===== config.mk =====
export PLATFORM = sky130hd
export DESIGN_NAME = rretry_ctrl
export DESIGN_NICKNAME = d
export VERILOG_FILES = /design/src/rtl/rretry_pkg.sv /design/src/rtl/rretry_table.sv /design/src/rtl/rretry_step.sv /design/src/rtl/rretry_fsm.sv /design/src/rtl/rretry_ctrl.sv
export SDC_FILE = /design/constraint.sdc
export NUM_CORES = 2
export LEC_CHECK = 0
export BUFFER_PORTS_ARGS = -buffer_cell sky130_fd_sc_hd__buf_2
export CORE_MARGIN = 8
export CORE_UTILIZATION = 50
export CTS_CLUSTER_SIZE = 40
export DETAILED_ROUTE_END_ITERATION = 7
export PLACE_DENSITY = 0.66
export SLEW_MARGIN = 20
export SYNTH_ARGS = -nofsm -noshare
export SYNTH_HDL_FRONTEND = slang
export SYNTH_SLANG_ARGS = --single-unit

===== constraint.sdc =====
create_clock -name clk -period 5.2 [get_ports clk]
set_clock_uncertainty 0.2 [all_clocks]
set_input_delay 0.52 -clock clk [delete_from_list [all_inputs] [get_ports clk]]
set_output_delay 0.52 -clock clk [all_outputs]
set_load 0.03 [all_outputs]

===== src/rtl/rretry_pkg.sv =====
package rretry_pkg;
  typedef enum logic [1:0] {
    RR_OK    = 2'd0,
    RR_FLOOR = 2'd1,
    RR_LIMIT = 2'd2
  } rr_status_e;

  typedef enum logic [1:0] {
    S_IDLE  = 2'd0,
    S_ISSUE = 2'd1,
    S_WAIT  = 2'd2
  } rr_state_e;
endpackage


===== src/rtl/rretry_table.sv =====
module rretry_table #(
  parameter int DEPTH = 64,
  parameter int CW    = 8,
  parameter int BW    = 6
) (
  input  logic          clk,
  input  logic          rst_n,
  input  logic [BW-1:0] rd_blk,
  input  logic          rd_sel,
  output logic [CW-1:0] rd_code,
  input  logic          wr_en,
  input  logic [BW-1:0] wr_blk,
  input  logic          wr_sel,
  input  logic [CW-1:0] wr_code,
  input  logic          rl_en,
  input  logic [BW-1:0] rl_blk
);
  logic [CW-1:0] lo_q [DEPTH];
  logic [CW-1:0] hi_q [DEPTH];

  for (genvar g = 0; g < DEPTH; g++) begin : g_ent
    logic rl_hit, wr_hit;
    assign rl_hit = rl_en && (rl_blk == BW'(g));
    assign wr_hit = wr_en && (wr_blk == BW'(g));

    always_ff @(posedge clk or negedge rst_n) begin
      if (!rst_n) begin
        lo_q[g] <= '1;
        hi_q[g] <= '1;
      end else begin
        if (rl_hit) begin
          lo_q[g] <= '1;
          hi_q[g] <= '1;
        end else if (wr_hit) begin
          if (wr_sel) hi_q[g] <= wr_code;
          else        lo_q[g] <= wr_code;
        end
      end
    end
  end

  assign rd_code = rd_sel ? hi_q[rd_blk] : lo_q[rd_blk];

  // relearn and write-back never collide
  p_no_collide_r8: assert property (@(posedge clk) disable iff (!rst_n)
    !(rl_en && wr_en));

  // a relearned block holds the top code in both fields
  p_relearn_top_r8: assert property (@(posedge clk) disable iff (!rst_n)
    rl_en |=> (lo_q[$past(rl_blk)] == '1) && (hi_q[$past(rl_blk)] == '1));
endmodule


===== src/rtl/rretry_step.sv =====
module rretry_step #(
  parameter int CW = 8
) (
  input  logic [CW-1:0] code,
  input  logic [CW-1:0] step,
  input  logic [CW-1:0] floor_code,
  output logic [CW-1:0] nxt_code,
  output logic          below
);
  always_comb begin
    nxt_code = code - step;
    below    = (code < step) || (nxt_code < floor_code);
  end
endmodule


===== src/rtl/rretry_fsm.sv =====
module rretry_fsm
  import rretry_pkg::*;
#(
  parameter int CW   = 8,
  parameter int RC_W = 4,
  parameter int BW   = 6
) (
  input  logic            clk,
  input  logic            rst_n,
  input  logic            req_valid,
  input  logic [BW-1:0]   req_block,
  input  logic            req_msb,
  input  logic            req_relearn,
  output logic            req_ready,
  input  logic [CW-1:0]   tbl_code,
  output logic            tbl_wr_en,
  output logic            tbl_rl_en,
  output logic [BW-1:0]   blk_q,
  output logic            msb_q,
  output logic [CW-1:0]   code_q,
  input  logic [CW-1:0]   nxt_code,
  input  logic            below,
  input  logic [RC_W-1:0] cfg_max_retry,
  output logic            rd_valid,
  input  logic            rd_ready,
  input  logic            ecc_valid,
  input  logic            ecc_pass,
  output logic            done_valid,
  output logic [1:0]      done_status,
  output logic [RC_W-1:0] done_retries
);
  rr_state_e       state_q, state_d;
  logic [CW-1:0]   code_d;
  logic [RC_W-1:0] retries_q, retries_d;
  logic            load_en;
  logic            dv_d;
  rr_status_e      ds_q, ds_d;

  always_comb begin
    state_d   = state_q;
    code_d    = code_q;
    retries_d = retries_q;
    load_en   = 1'b0;
    tbl_wr_en = 1'b0;
    tbl_rl_en = 1'b0;
    dv_d      = 1'b0;
    ds_d      = RR_OK;
    unique case (state_q)
      S_IDLE: begin
        if (req_valid) begin
          if (req_relearn) begin
            tbl_rl_en = 1'b1;
          end else begin
            load_en   = 1'b1;
            code_d    = tbl_code;
            retries_d = '0;
            state_d   = S_ISSUE;
          end
        end
      end
      S_ISSUE: begin
        if (rd_ready) state_d = S_WAIT;
      end
      S_WAIT: begin
        if (ecc_valid) begin
          if (ecc_pass) begin
            tbl_wr_en = 1'b1;
            dv_d      = 1'b1;
            ds_d      = RR_OK;
            state_d   = S_IDLE;
          end else if (retries_q == cfg_max_retry) begin
            dv_d    = 1'b1;
            ds_d    = RR_LIMIT;
            state_d = S_IDLE;
          end else if (below) begin
            dv_d    = 1'b1;
            ds_d    = RR_FLOOR;
            state_d = S_IDLE;
          end else begin
            code_d    = nxt_code;
            retries_d = retries_q + 1'b1;
            state_d   = S_ISSUE;
          end
        end
      end
      default: state_d = S_IDLE;
    endcase
  end

  always_ff @(posedge clk or negedge rst_n) begin
    if (!rst_n) begin
      state_q      <= S_IDLE;
      code_q       <= '1;
      retries_q    <= '0;
      blk_q        <= '0;
      msb_q        <= 1'b0;
      done_valid   <= 1'b0;
      ds_q         <= RR_OK;
      done_retries <= '0;
    end else begin
      state_q    <= state_d;
      done_valid <= dv_d;
      code_q     <= code_d;
      retries_q  <= retries_d;
      if (load_en) begin
        blk_q <= req_block;
        msb_q <= req_msb;
      end
      if (dv_d) begin
        ds_q         <= ds_d;
        done_retries <= retries_q;
      end
    end
  end

  assign req_ready   = (state_q == S_IDLE);
  assign rd_valid    = (state_q == S_ISSUE);
  assign done_status = ds_q;

  // a retry always lowers the code
  p_code_down_r3: assert property (@(posedge clk) disable iff (!rst_n)
    (state_q == S_WAIT && ecc_valid && !ecc_pass && state_d == S_ISSUE)
      |=> (code_q < $past(code_q)));

  // reported retries never exceed the limit
  p_retry_bound_r7: assert property (@(posedge clk) disable iff (!rst_n)
    done_valid |-> (done_retries <= cfg_max_retry));

  // failed sequences leave the table untouched
  p_fail_no_write_r6: assert property (@(posedge clk) disable iff (!rst_n)
    (done_valid && ds_q != RR_OK) |-> $past(!tbl_wr_en));

  // the result is a single-cycle pulse
  p_done_pulse_r4: assert property (@(posedge clk) disable iff (!rst_n)
    done_valid |=> !done_valid);
endmodule


===== src/rtl/rretry_ctrl.sv =====
module rretry_ctrl #(
  parameter int  DEPTH = 64,
  parameter int  CW    = 8,
  parameter int  RC_W  = 4,
  localparam int BW    = $clog2(DEPTH)
) (
  input  logic            clk,
  input  logic            rst_n,
  input  logic            req_valid,
  output logic            req_ready,
  input  logic [BW-1:0]   req_block,
  input  logic            req_msb,
  input  logic            req_relearn,
  input  logic [CW-1:0]   cfg_step_lo,
  input  logic [CW-1:0]   cfg_step_hi,
  input  logic [CW-1:0]   cfg_floor,
  input  logic [RC_W-1:0] cfg_max_retry,
  output logic            rd_valid,
  input  logic            rd_ready,
  output logic [CW-1:0]   rd_code,
  output logic            rd_msb,
  input  logic            ecc_valid,
  input  logic            ecc_pass,
  output logic            done_valid,
  output logic [1:0]      done_status,
  output logic [RC_W-1:0] done_retries
);
  logic [CW-1:0] tbl_code, code_q, nxt_code, step_sel;
  logic          tbl_wr_en, tbl_rl_en, below, msb_q;
  logic [BW-1:0] blk_q;

  assign step_sel = msb_q ? cfg_step_hi : cfg_step_lo;
  assign rd_code  = code_q;
  assign rd_msb   = msb_q;

  rretry_table #(.DEPTH(DEPTH), .CW(CW), .BW(BW)) i_table (
    .clk(clk), .rst_n(rst_n),
    .rd_blk(req_block), .rd_sel(req_msb), .rd_code(tbl_code),
    .wr_en(tbl_wr_en), .wr_blk(blk_q), .wr_sel(msb_q), .wr_code(code_q),
    .rl_en(tbl_rl_en), .rl_blk(req_block)
  );

  rretry_step #(.CW(CW)) i_step (
    .code(code_q), .step(step_sel), .floor_code(cfg_floor),
    .nxt_code(nxt_code), .below(below)
  );

  rretry_fsm #(.CW(CW), .RC_W(RC_W), .BW(BW)) i_fsm (
    .clk(clk), .rst_n(rst_n),
    .req_valid(req_valid), .req_block(req_block), .req_msb(req_msb),
    .req_relearn(req_relearn), .req_ready(req_ready),
    .tbl_code(tbl_code), .tbl_wr_en(tbl_wr_en), .tbl_rl_en(tbl_rl_en),
    .blk_q(blk_q), .msb_q(msb_q), .code_q(code_q),
    .nxt_code(nxt_code), .below(below), .cfg_max_retry(cfg_max_retry),
    .rd_valid(rd_valid), .rd_ready(rd_ready),
    .ecc_valid(ecc_valid), .ecc_pass(ecc_pass),
    .done_valid(done_valid), .done_status(done_status),
    .done_retries(done_retries)
  );

  // a pending command holds its code until taken
  p_cmd_hold_r9: assert property (@(posedge clk) disable iff (!rst_n)
    (rd_valid && !rd_ready) |=> (rd_valid && $stable(rd_code)));

  // no new request is taken while a command is out
  p_ready_idle_r9: assert property (@(posedge clk) disable iff (!rst_n)
    req_ready |-> !rd_valid);
endmodule


After elaboration in Yosys (flattened, before gate mapping)
Cells that the tools add are included.
{"block": "word_totals", "register_bits": 1052, "inputBits": 42, "output_inout_bits": 18, "elab_cells": 1040}
{"block": "op_classes", "addsub": 2, "order_cmp": 3, "n_eq_ne": 200, "n_mux": 307, "bitwise_logic": 1, "n_reduce_logical": 391}
{"operator": "$mux W8", "n": 270}
{"operator": "$eq A6 B6 Y1 const B", "n": 64}
{"operator": "$reduce_bool A2 Y1", "n": 129}
{"operator": "$reduce_and A2 Y1", "n": 128}
{"operator": "$eq A6 B5 Y1 const B", "n": 32}
{"operator": "$ne A2 B2 Y1 const B", "n": 70}
{"operator": "$logic_and A1 B1 Y1", "n": 128}
{"operator": "$bmux W8 S6", "n": 2}
{"operator": "$eq A6 B4 Y1 const B", "n": 16}
{"operator": "$eq A6 B3 Y1 const B", "n": 8}
{"operator": "$eq A6 B2 Y1 const B", "n": 4}
{"operator": "$mux W4", "n": 6}
{"operator": "$mux W2", "n": 10}
{"operator": "$lt A8 B8 Y1", "n": 2}
{"operator": "$mux W1", "n": 16}
{"operator": "$pmux W8 S2", "n": 1}
{"operator": "$eq A6 B1 Y1 const B", "n": 2}
{"operator": "$logic_not A6 Y1", "n": 2}
{"operator": "$pmux W4 S2", "n": 1}
{"operator": "$sub A8 B8 Y8", "n": 1}
{"operator": "$ge A7 B7 Y1 const B", "n": 1}
{"operator": "$not A6 Y7", "n": 1}
{"operator": "$reduce_and A7 Y1", "n": 1}
{"operator": "$pmux W2 S3", "n": 1}
{"operator": "other kinds (8)", "n": 8}

Longest topological paths before layout
{"block": "logic_depth", "depth_word": 9, "mapped_depth": 20}

Modules after synthesis
From an unflattened synthesis, not the netlist that was laid out.
{"block": "hier_totals", "hier_cells": 5336, "hier_area_um2": 52437.8}
{"mod": "rretry_table", "n_inst": 1, "cells_per_inst": 5158, "area_each_um2": 50459.6}
{"mod": "rretry_fsm", "n_inst": 1, "cells_per_inst": 100, "area_each_um2": 1338.8}
{"mod": "rretry_step", "n_inst": 1, "cells_per_inst": 69, "area_each_um2": 508.0}
{"mod": "rretry_ctrl", "n_inst": 1, "cells_per_inst": 9, "area_each_um2": 131.4}

Worst setup path before layout
No wires, ideal clock.
{"block": "synth_path", "path_type": "register -> register", "from": "register i_fsm.msb_q", "to": "register i_fsm.state_q[0]", "setup_time_ns": 0.118, "arrival_ns": 3.917, "t_required_ns": 4.882, "setup_slack_ns": 0.965, "stages_incl_launch_ff": 19, "cell_sequence": "dfrtp_1 buf_2 mux2_2 ha_1 inv_1 fa_1 a21o_1 a21oi_1 o21bai_1 a21oi_1 xnor2_1 ha_1 and4_1 o21ai_0 a21oi_1 o211ai_1 nand2_1 clkbuf_1 a21o_1"}
{"block": "synth_between", "elab_chain_cells": 9, "word_cells_on_any_way": 10, "cone_classes": "add/sub: 1; order compare: 2; mux: 6; reduce/logical: 1"}
{"item": "start, declared", "line_no": "rretry_fsm.sv:19", "source": "output logic msb_q,"}
{"item": "start signal, assigned", "line_no": "rretry_fsm.sv:107", "source": "msb_q <= req_msb;"}
{"item": "$mux W8 *", "line_no": "rretry_ctrl.sv:32", "source": "assign step_sel = msb_q ? cfg_step_hi : cfg_step_lo;"}
{"item": "$sub A8 B8 Y8", "line_no": "rretry_step.sv:11", "source": "nxt_code = code - step;"}
{"item": "$lt A8 B8 Y1", "line_no": "rretry_step.sv:12", "source": "below = (code < step) || (nxt_code < floor_code);"}
{"item": "$logic_or A1 B1 Y1 *", "line_no": "rretry_step.sv:12"}
{"item": "$mux W1 *", "line_no": "rretry_fsm.sv:75", "source": "end else if (below) begin"}
{"item": "$mux W2 *", "line_no": "rretry_fsm.sv:71", "source": "end else if (retries_q == cfg_max_retry) begin"}
{"item": "$mux W2 *", "line_no": "rretry_fsm.sv:66", "source": "if (ecc_pass) begin"}
{"item": "$mux W2 *", "line_no": "rretry_fsm.sv:65", "source": "if (ecc_valid) begin"}
{"item": "$pmux W2 S3 *", "line_no": "rretry_fsm.sv:48", "source": "unique case (state_q)"}
{"item": "end signal, assigned", "line_no": "rretry_fsm.sv:101", "source": "state_q <= state_d;"}
{"item": "end, declared", "line_no": "rretry_fsm.sv:32", "source": "rr_state_e state_q, state_d;"}
Mark *: on every way between the ends. The rest lies on a longest branch, timed or not. The select of a mux whose other input is x is not followed.
A chain may end at the register's enable or synchronous reset.

Worst setup path after layout
{"block": "layout_path", "from": "register i_fsm.msb_q", "to": "register i_fsm.code_q[2]"}
{"block": "layout_between", "elab_chain_cells": 7, "word_cells_on_any_way": 12, "cone_classes": "add/sub: 1; order compare: 2; eq/ne: 1; mux: 6; reduce/logical: 2"}
{"item": "$mux W8 *", "line_no": "rretry_ctrl.sv:32"}
{"item": "branches (longest 6 deep; another with $sub A8 B8 Y8)"}
{"item": "end signal, assigned", "line_no": "rretry_fsm.sv:103", "source": "code_q <= code_d;"}
{"item": "end, declared", "line_no": "rretry_fsm.sv:20", "source": "output logic [CW-1:0] code_q,"}
Every way passes the cells marked *. The select of a mux whose other input is x is not followed.

==> impl_metrics.yaml <==
synthesis:
  synth_area_mm2: 0.0504
  synth_area_leaders: "dfstp_2 54%, o22a_1 12%, mux4_2 9.7%"
  async_flop_share_pct: 100
  synth_edf_count: 0
  synth_area_leader_cell: "dfstp_2"
  synthSimpleGateAreaFrac_pct: 10.4
  synth_most_common_cell: "dfstp_2"
  syn_nets: 4202
  synth_xor_area_share_pct: 0.191
  synth_compound_area_share_pct: 18.2
  yosysUniqueCellTypes: 77
  syn_avg_cell_area_um2: 12.2
  synthTopCellsByCount: "1032 x dfstp_2, 707 x o22a_1, 410 x nand2_1, 406 x nand3_1, 230 x nor2_1"
  yosysWarnings: 0
  seq_area_frac_synth_pct: 54.8
  synth_top_family_by_area: "compound AO/OA/AOI/OAI gates"
  ys.flop_type: "dfstp_2"
  synthMuxAreaShare_pct: 12.7
  synth-adder-area-share_pct: 0.462
  syn_inst: 4142
  synth_top_area_share_pct: 53.8
  synth_seq_cells: 1052
timing:
  slew-limit-headroom_pct: 16.7
  period_share_pct: 88.5
  worst_pin_slew_ns: 1.25
  tns_ns: 0
  fin_hold_ws_ns: 0.0202
  setup_viol_count_final: 0
  drv_slew: 0
  rsz0062_at_grt: "no"
  hold_violations: 0
  fin_crit_ns: 4.60
  max_freq_mhz: 217
drt:
  vias_per_cell: 6.91
  drt-initial-drc-count: 4475
  drtAntennaViolNets: 0
  wl_per_cell_um: 30.8
  drt-pass1-iter-count: 6
  dr_total_vias: 38200
  wirelength_um: 170000
  route.detailed.drc: 0
cts:
  cts-root-buf: "clkbuf_16"
  clock_sinks: 1052
  clk_latency_ns: 0.72
  clk_path_buf_depth: 3
  htree_levels: 3
  path_clk_slew_ns: 0.06
  cts_tree: "built"
  numCtsBuffers: 112
critical_path:
  r2r-start: "i_fsm.msb_q"
  crit_path_end_kind: "flip-flop"
  critical_path_arrival_ns: 5.00
  criticalPathCategory: "reg -> reg"
  reg2reg_depth: 18
  reg2reg_slack_ns: 0.60
  startpoint_type: "flip-flop"
  reg2reg_to: "i_fsm.code_q[2]"
  cp_max_fo: 17
  critPathRequiredTime_ns: 5.60
floorplanning:
  start_util_pct: 50.4
  core_area_mm2: 0.100
  core.rowCount: 116
  pin_count: 60
  die_w_um: 333
  die-area_mm2: 0.111
  dieHeight_um: 333
global_route:
  grt_pass1_wl_um: 254000
  grt_pass1_vias: 37800
  grt-ovfl-total: 0
  grt_use_total_pct: 30.0
  antenna_found_initial: 7
  grt_max_degree: 150
layout:
  layout.nets: 4189
  fin_util_pct: 55.9
  syn2layout_area_growth_pct: 10.9
  layout.cells.non_filler: 5520
  drive_above_1_share_pct: 39.7
placed_design:
  io_buffers: 59
  place_hpwl_um: 111000
  routabilityCongestion: 0.981
  dp_cells: 5309
pwr:
  seq_power_share_pct: 45.1
  power.internal_mw: 19.9
  p_leak_nw: 21.1
  power_mw: 29.4
  p_comb_share_pct: 27.3
  clkPwrFrac_pct: 27.6
  power_density_mw_per_mm2: 525
  vdd_drop_max_mv: 0.367
  power_switching_mw: 9.48
  p_sw_share_pct: 32.3
run:
  maxCapViolations: 0
hold_path:
  hold_class: "in -> async"
status:
  status: "finished clean"
[layout make-up]
class                      instances  area [um^2]
inverter                          18         67.6
tap                             1298         1620
multi-input combinational       2756        21300
antenna                            2         5.00
clock inverter                    32          312
clock buffer                     173         3410
fill                            8214        44100
sequential                      1052        27600
timing repair buffer             189         1560
[sequential cells by signal (all words and copies together) (netlist names)]
name                count
i_fsm.blk_q             6
i_fsm.code_q            8
i_fsm.done_retries      4
i_fsm.done_status       2
i_fsm.done_valid        1
i_fsm.msb_q             1
i_fsm.retries_q         4
i_fsm.state_q           2
i_table.hi_q          512
i_table.lo_q          512
[how the worst max path moves through the flow]
| stage | from | to | slack (ns) | cells after the start |
|---|---|---|---|---|
| floorplan | i_fsm.msb_q | i_fsm.state_q[0] | 0.96 | 18 |
| finish | i_fsm.msb_q | i_fsm.code_q[2] | 0.60 | 18 |
| global route | i_fsm.msb_q | i_fsm.done_retries[3] | 0.25 | 16 |
| detailed placement | i_fsm.msb_q | i_fsm.done_retries[3] | 0.65 | 16 |
| global placement | i_fsm.msb_q | i_fsm.code_q[1] | 0.78 | 18 |
| CTS | i_fsm.msb_q | i_fsm.code_q[2] | 0.63 | 18 |
[critical path, stage by stage (launching register included)]
cell and delay (ns):
dfrtp_1 0.69, mux2_2 0.27, ha_1 0.15, inv_1 0.06, fa_1 0.43, a21o_1 0.20, a21oi_1 0.23, o21bai_1 0.09
a21oi_1 0.18, xnor2_1 0.18, ha_1 0.29, and4_1 0.20, o21ai_0 0.07, a21oi_1 0.07, o211ai_1 0.19, buf_4 0.18
nand2_1 0.33, a31oi_1 0.36, o31ai_1 0.12
[kinds of logic after synthesis]
family,count (synthesis)
AND/OR/NAND/NOR,1167
AO/OA/AOI/OAI,1213
flip-flops,1052
buffers and inverters,334
adder cells (fa/ha/maj),18
multiplexers,347
XOR/XNOR,11
[power by group through the flow]
stage          sequential, mW  clock [mW]  combinational [mW]
3_3_place_gp             13.2           0                7.73
4_1_cts                  13.2        8.19                7.88
5_1_grt                  13.5        8.48                8.46
6_report                 13.2        8.10                8.01
3_5_place_dp             13.3           0                7.85
2_1_floorplan            12.8           0                5.42
[per-stage QoR]
| stage | instance area, um^2 | setup WS [ns] |
|---|---|---|
| floorplan | 50400 | 0.965 |
| global placement | 52100 | 0.781 |
| detailed placement | 52100 | 0.650 |
| CTS | 55800 | 0.628 |
| global route | 55900 | 0.249 |
| finish | 55900 | 0.599 |
[routing by layer]
| layer | global-route usage, % | up-vias | part of all wire (%) |
|---|---|---|---|
| li1 | - | 15800 | - |
| met1 | 41.0 | 19800 | 40 |
| met2 | 43.5 | 2068 | 44 |
| met3 | 8.10 | 471 | 10 |
| met4 | 16.0 | 8 | 5.9 |
| met5 | 0 | - | 0.032 |
[what timing repair did]
| item | 4_1_cts | 5_1_grt |
|---|---|---|
| setup buffers | 0 | 0 |
| endpoints found under the hold margin | 4 | 0 |
| hold buffers | 4 | 0 |
| gates resized for setup | 0 | 0 |
[cells in the final DEF, fill, tap and decap left out, types with 13 or more instances in the layout]
cell type  synthesis  routed
nor2_1           230     224
o21ai_2           14      14
ha_1              17      17
inv_1             16      16
clkbuf_8           0      31
o22ai_1           29      29
o211ai_1          21      21
nor3_1            21      13
a22oi_1           36      36
mux4_2           217     217
clkbuf_16          0     115
dfstp_2         1032    1024
buf_4             32     107
o21ai_0          170     170
a211oi_1          18      18
dfrtp_1           20      20
a21oi_1           87      87
clkinv_2           0      18
nand3_1          406     406
nand2_1          410     410
o22a_1           707     707
buf_12             1      19
clkbuf_1         200      27
nor2b_1           20      20
buf_2             49      55
nand2b_1          17      17
o21ai_1           78      78
mux4_1            13      13
mux2i_1          106     106
(Power assumes the default switching activity.)
